## src/rtl/fetch_pkg.sv

```systemverilog
package fetch_pkg;
  localparam int OPW = 4;
  localparam logic [OPW-1:0] OP_LOAD   = 4'h8;
  localparam logic [OPW-1:0] OP_STORE  = 4'h9;
  localparam logic [OPW-1:0] OP_BRANCH = 4'hC;

  typedef struct packed {
    logic redirect;
    logic toMem;
    logic markSlot;
  } fetchStrb_t;

  function automatic logic isBranchOp(input logic [OPW-1:0] op);
    return op == OP_BRANCH;
  endfunction

  function automatic logic isMemOp(input logic [OPW-1:0] op);
    return (op == OP_LOAD) || (op == OP_STORE);
  endfunction
endpackage

```

## src/rtl/fetch_ctrl.sv

```systemverilog
module fetch_ctrl
  import fetch_pkg::*;
(
  input  logic [OPW-1:0] exOp,
  input  logic           exSlot,
  input  logic           brTaken,
  output fetchStrb_t     strb,
  output logic           illegal
);
  logic isBr;

  always_comb begin
    isBr          = isBranchOp(exOp);
    strb.redirect = isBr && brTaken && !exSlot;
    strb.toMem    = isMemOp(exOp);
    strb.markSlot = isBr;
    illegal       = isBr && exSlot;
  end
endmodule

```

## src/rtl/fetch_dp.sv

```systemverilog
module fetch_dp
  import fetch_pkg::*;
#(
  parameter int XLEN = 32
) (
  input  logic            clk,
  input  logic            rstN,
  input  logic [XLEN-1:0] instrIn,
  input  logic [XLEN-1:0] brTarget,
  input  fetchStrb_t      strb,
  output logic [XLEN-1:0] pc,
  output logic [XLEN-1:0] exInstr,
  output logic [XLEN-1:0] exPc,
  output logic            exSlot,
  output logic [XLEN-1:0] memInstr
);
  localparam logic [XLEN-1:0] STEP = XLEN'(XLEN / 8);

  always_ff @(posedge clk) begin
    if (!rstN) begin
      pc       <= '0;
      exInstr  <= '0;
      exPc     <= '0;
      exSlot   <= 1'b0;
      memInstr <= '0;
    end else begin
      pc       <= strb.redirect ? brTarget : pc + STEP;
      exInstr  <= instrIn;
      exPc     <= pc;
      exSlot   <= strb.markSlot;
      memInstr <= strb.toMem ? exInstr : '0;
    end
  end


  ex_follow_chk: assert property (@(posedge clk) disable iff (!rstN)
    1'b1 |=> (exPc == $past(pc)) && (exInstr == $past(instrIn)));


  mem_pass_chk: assert property (@(posedge clk) disable iff (!rstN)
    isMemOp(exInstr[XLEN-1 -: OPW]) |=> memInstr == $past(exInstr));


  mem_idle_chk: assert property (@(posedge clk) disable iff (!rstN)
    !isMemOp(exInstr[XLEN-1 -: OPW]) |=> memInstr == '0);
endmodule

```

## src/rtl/delay_fetch.sv

```systemverilog
module delay_fetch
  import fetch_pkg::*;
#(
  parameter int XLEN = 32
) (
  input  logic            clk,
  input  logic            rstN,
  input  logic [XLEN-1:0] instrIn,
  input  logic            brTaken,
  input  logic [XLEN-1:0] brTarget,
  output logic [XLEN-1:0] pcOut,
  output logic [XLEN-1:0] exInstr,
  output logic [XLEN-1:0] exPc,
  output logic            exDelaySlot,
  output logic [XLEN-1:0] memInstr,
  output logic            illegalSeq
);
  localparam logic [XLEN-1:0] STEP = XLEN'(XLEN / 8);

  fetchStrb_t strb;
  logic [OPW-1:0] exOp;

  assign exOp = exInstr[XLEN-1 -: OPW];

  fetch_ctrl ctrl_i (
    .exOp    (exOp),
    .exSlot  (exDelaySlot),
    .brTaken (brTaken),
    .strb    (strb),
    .illegal (illegalSeq)
  );

  fetch_dp #(.XLEN(XLEN)) dp_i (
    .clk      (clk),
    .rstN     (rstN),
    .instrIn  (instrIn),
    .brTarget (brTarget),
    .strb     (strb),
    .pc       (pcOut),
    .exInstr  (exInstr),
    .exPc     (exPc),
    .exSlot   (exDelaySlot),
    .memInstr (memInstr)
  );


  redirect_tgt_chk: assert property (@(posedge clk) disable iff (!rstN)
    (exOp == OP_BRANCH && brTaken && !exDelaySlot) |=> pcOut == $past(brTarget));


  stray_taken_chk: assert property (@(posedge clk) disable iff (!rstN)
    (exOp != OP_BRANCH) |=> pcOut == $past(pcOut) + STEP);


  illegal_step_chk: assert property (@(posedge clk) disable iff (!rstN)
    illegalSeq |=> pcOut == $past(pcOut) + STEP);


  illegal_slot_chk: assert property (@(posedge clk) disable iff (!rstN)
    illegalSeq |-> exDelaySlot);


  slot_mark_chk: assert property (@(posedge clk) disable iff (!rstN)
    (exOp == OP_BRANCH) |=> exDelaySlot);


  slot_clear_chk: assert property (@(posedge clk) disable iff (!rstN)
    (exOp != OP_BRANCH) |=> !exDelaySlot);
endmodule

```

## config.mk

```make
export PLATFORM = sky130hd
export DESIGN_NAME = delay_fetch
export DESIGN_NICKNAME = d
export VERILOG_FILES = /design/src/rtl/fetch_pkg.sv /design/src/rtl/fetch_ctrl.sv /design/src/rtl/fetch_dp.sv /design/src/rtl/delay_fetch.sv
export SDC_FILE = /design/constraint.sdc
export NUM_CORES = 1
export LEC_CHECK = 0
export BUFFER_PORTS_ARGS = -buffer_cell sky130_fd_sc_hd__buf_4
export CAP_MARGIN = 30
export CORE_MARGIN = 1.5
export CORE_UTILIZATION = 48
export CTS_BUF_LIST = sky130_fd_sc_hd__clkbuf_8
export DETAILED_ROUTE_END_ITERATION = 10
export PLACE_DENSITY = 0.82
export SLEW_MARGIN = 20
export SYNTH_ARGS = -nofsm -noshare
export SYNTH_HDL_FRONTEND = slang
export SYNTH_SLANG_ARGS = --single-unit
```

## constraint.sdc

```tcl
create_clock -name clk -period 2.25 [get_ports clk]
set_input_delay 0.3375 -clock clk [delete_from_list [all_inputs] [get_ports clk]]
set_output_delay 0.3375 -clock clk [all_outputs]
set_load 0.02 [all_outputs]
```

==> impl_results.md <==
- Status: finished, final reports clean
- Seq pwr share: 49.4%
- DP Wirelength: 8.876 mm
- Worst path max stage delay: 0.56 ns
- Die span in y: 98.09 um
- Root buf cell: clkbuf_8
- Wirelength per Cell: 16.17 um
- Critical path fanouts, max: 9
- Slew @ Worst Pin: 0.5594 ns
- Leakage: 2.870 nW
- Sw Ratio: 24.52%
- Number of fill cells in the layout: 630
- Core Box Area: 8721 um2
- I/O Pins: 197
- CP cell instances: nand4_2 > or3_1 > or4_1 > a31oi_1
- Sink Count: 129
- Longest Clk Path Bufs: 2
- Post-synthesis mux area share: 0%
- Syn Inst Count: 429
- Nets: 701
- Worst Setup Start Kind: flop
- Setup Viol. Count Final: 0
- GRT Util Overall: 25.27%
- Net Sw Power: 1.182 mW
- GPL Wtd Cong: 0.8045
- Die Wd: 98.09 um
- Die area: 9622 um2
- # Post-CTS Setup Buffers: 0
- Initial antenna violation count: 0
- Int Pwr: 3.637 mW
- Setup TNS: 0 ns
- Hold path start: instrIn[17]
- Starting Density: 49.77%
- WHS Endpoint: dp_i.exInstr[17]$_SDFF_PN0_
- Ys async rst share: 0%
- Peak supply drop: 0.4376 mV
- Adder-cell area share of the yosys netlist: 0.2883%
- Most frequent cell after synthesis: dfxtp_1
- Hold path depth: 2
- Worst reg2reg setup slack: 0.23 ns
- Largest cells by area after synthesis: dfxtp_1 (59%), and2_1 (13%), a211oi_1 (2.1%)
- Final ANT Viol Nets: 0
- HP Class: in2reg
- Power Density: 754.7 nW/um2
- Max Cap Viol: 0
- Post-Synth Simple-Gate Area: 26.35%
- Worst Path Required: 2.60 ns
- Comb pwr share: 7.5%
- Worst reg2reg path depth: 4
- Vias per cell: 5.168
- N_diodes: 0
- Slowest-stage cell, CP: or3_1
- Htree depth: 4
- Gr ovfl total: 0
- Peak Freq: 0.4957 GHz
- Hold_buf cts: 0
- Clk pwr share: 43.1%
- Yosys top cell by area: dfxtp_1
- Clk_skew: 0.008461 ns
- Synth top area share: 59.50%
- Yosys Warn Count: 0
- DRT Wirelength: 12.20 mm
- CTS buffer count: 17
- DRT Pass-1 Iters: 4
- WP data arrival: 2.37 ns
- Yosys cell types: 37
- Relative slew slack: 62.36%
- First-pass GRT wire length: 19.10 mm
- Fin. max-slew vios: 0
- Post-Syn Area per Cell: 10.12 um2
- Initial drt markers: 197
- Port bufs: 196
- Top cells by count, synth: dfxtp_1 (129), and2_1 (93), clkbuf_1 (23)
- Vias: 3897
- Post-synthesis cell area: 4340 um2
- Seq/Total Area, Yosys: 59.50%
- Vias in the first global route: 3778
- XOR/XNOR Fraction of Synth Area: 3.027%
- Synthesized flop and latch total: 129
- Synth Area in Compound Gates: 7.927%
- Top FF cell, synth: dfxtp_1
- FF-to-FF End: dp_i.pc[26]$_SDFF_PN0_
- CP Class: reg2reg
- CP Capture Type: flop
- TritonCTS clock tree: yes
- Ratio of cells with drive above 1 in the final layout: 37.93%
- Drt drc: 0
- Fin crit period: 2.017 ns
- Final Cell Area: 6385 um2
- Crit Reg-Reg Startpoint: dp_i.pc[6]$_SDFF_PN0_
- Final Hold Fails: 0
- Largest family of logic cells by synthesized area: simple AND/OR/NAND/NOR gates
- Largest net degree at the start of global routing: 48
- EDFF count, synth: 0
- Resized Gates After CTS: 0
- Fin crit share: 89.65%
- Post-DP Area: 5966 um2
- RSZ-0062 raised after global routing: false
- CTS clk-pin slew, worst paths: 0.08 ns
- Cell Rows: 34
- Worst hold slack: 0.1118 ns
- Synthesis-to-finish area growth: 47.10%
- Clk_lat worst skew: 0.42 ns
[metrics by stage]
step	setup WS [ns]	utilization [%]	total power, mW	cells
finish	0.2328	73.21	4.819	754
CTS	0.2476	73.21	4.855	754
global placement	0.3650	68.41	2.789	722
global route	0.1249	73.21	4.979	754
floorplan	0.2329	-	2.579	430
detailed placement	0.2784	68.41	2.797	722
[routing by layer]
metal	global-route usage [%]	wire length (um)	vias up
met5	0	0	-
met1	28.46	4775	1827
met2	44.08	6176	174
met4	11.32	310	0
li1	-	-	1871
met3	7.516	932	25
[power groups by stage]
stage	combinational, mW	sequential (mW)	clock, mW
floorplan	0.0794	2.50	0
global placement	0.360	2.43	0
detailed placement	0.364	2.43	0
CTS	0.365	2.38	2.11
global route	0.385	2.39	2.21
finish	0.362	2.38	2.08
[cell families (layout without fill, tap and decap cells)]
group                    after synthesis  count (layout)
flip-flops                           129             129
other                                  1               2
AND/OR/NAND/NOR                      196             196
adder cells (fa/ha/maj)                1               1
AO/OA/AOI/OAI                         55              55
XOR/XNOR                              15              15
buffers and inverters                 32             248
[how the worst max path moves through the flow]
stage                     startpoint  slack [ns]  cells past startpoint                      to
4_1_cts        dp_i.pc[6]$_SDFF_PN0_        0.25                      4  dp_i.pc[26]$_SDFF_PN0_
5_1_grt        dp_i.pc[6]$_SDFF_PN0_        0.12                      4  dp_i.pc[26]$_SDFF_PN0_
6_report       dp_i.pc[6]$_SDFF_PN0_        0.23                      4  dp_i.pc[26]$_SDFF_PN0_
3_3_place_gp   dp_i.pc[6]$_SDFF_PN0_        0.37                      4  dp_i.pc[26]$_SDFF_PN0_
3_5_place_dp   dp_i.pc[6]$_SDFF_PN0_        0.28                      4  dp_i.pc[26]$_SDFF_PN0_
2_1_floorplan  dp_i.pc[2]$_SDFF_PN0_        0.23                      6  dp_i.pc[26]$_SDFF_PN0_
[cell usage in the layout, fill, tap and decap left out, types with 8 or more instances in the layout]
master / count
clkbuf_8: 17
and2_1: 93
a21oi_1: 10
nor2_1: 17
o21ai_0: 17
buf_4: 211
nand2_1: 21
a211oi_1: 12
nand3_1: 14
dfxtp_1: 129
nor4_1: 10
xnor2_1: 8
nand4_1: 13
[critical path, delay by kind of cell (launching register included)]
family	cells	cell delay, ns
DFF	1	0.46
and+or+nand+nor	3	1.31
AOI/OAI and AO/OA	1	0.17
[final cells by class]
| class | instances | area (um2) | share of cell area, % |
|---|---|---|---|
| flip-flops and latches | 129 | 2582 | 40.45 |
| multi-input cells | 269 | 1645 | 25.77 |
| repair buffers | 211 | 1584 | 24.81 |
| clock buffers | 17 | 234.0 | 3.665 |
| clock inverters | 15 | 185.2 | 2.900 |
| well taps | 108 | 135.1 | 2.116 |
| inverters | 5 | 18.77 | 0.2939 |
[registers in the layout, indices dropped and copies added (netlist names)]
register and count:
dp_i.exInstr 32, dp_i.exPc 32, dp_i.memInstr 32, dp_i.pc 32, dp_i.exSlot 1
Power figures use the tool's default switching activity.
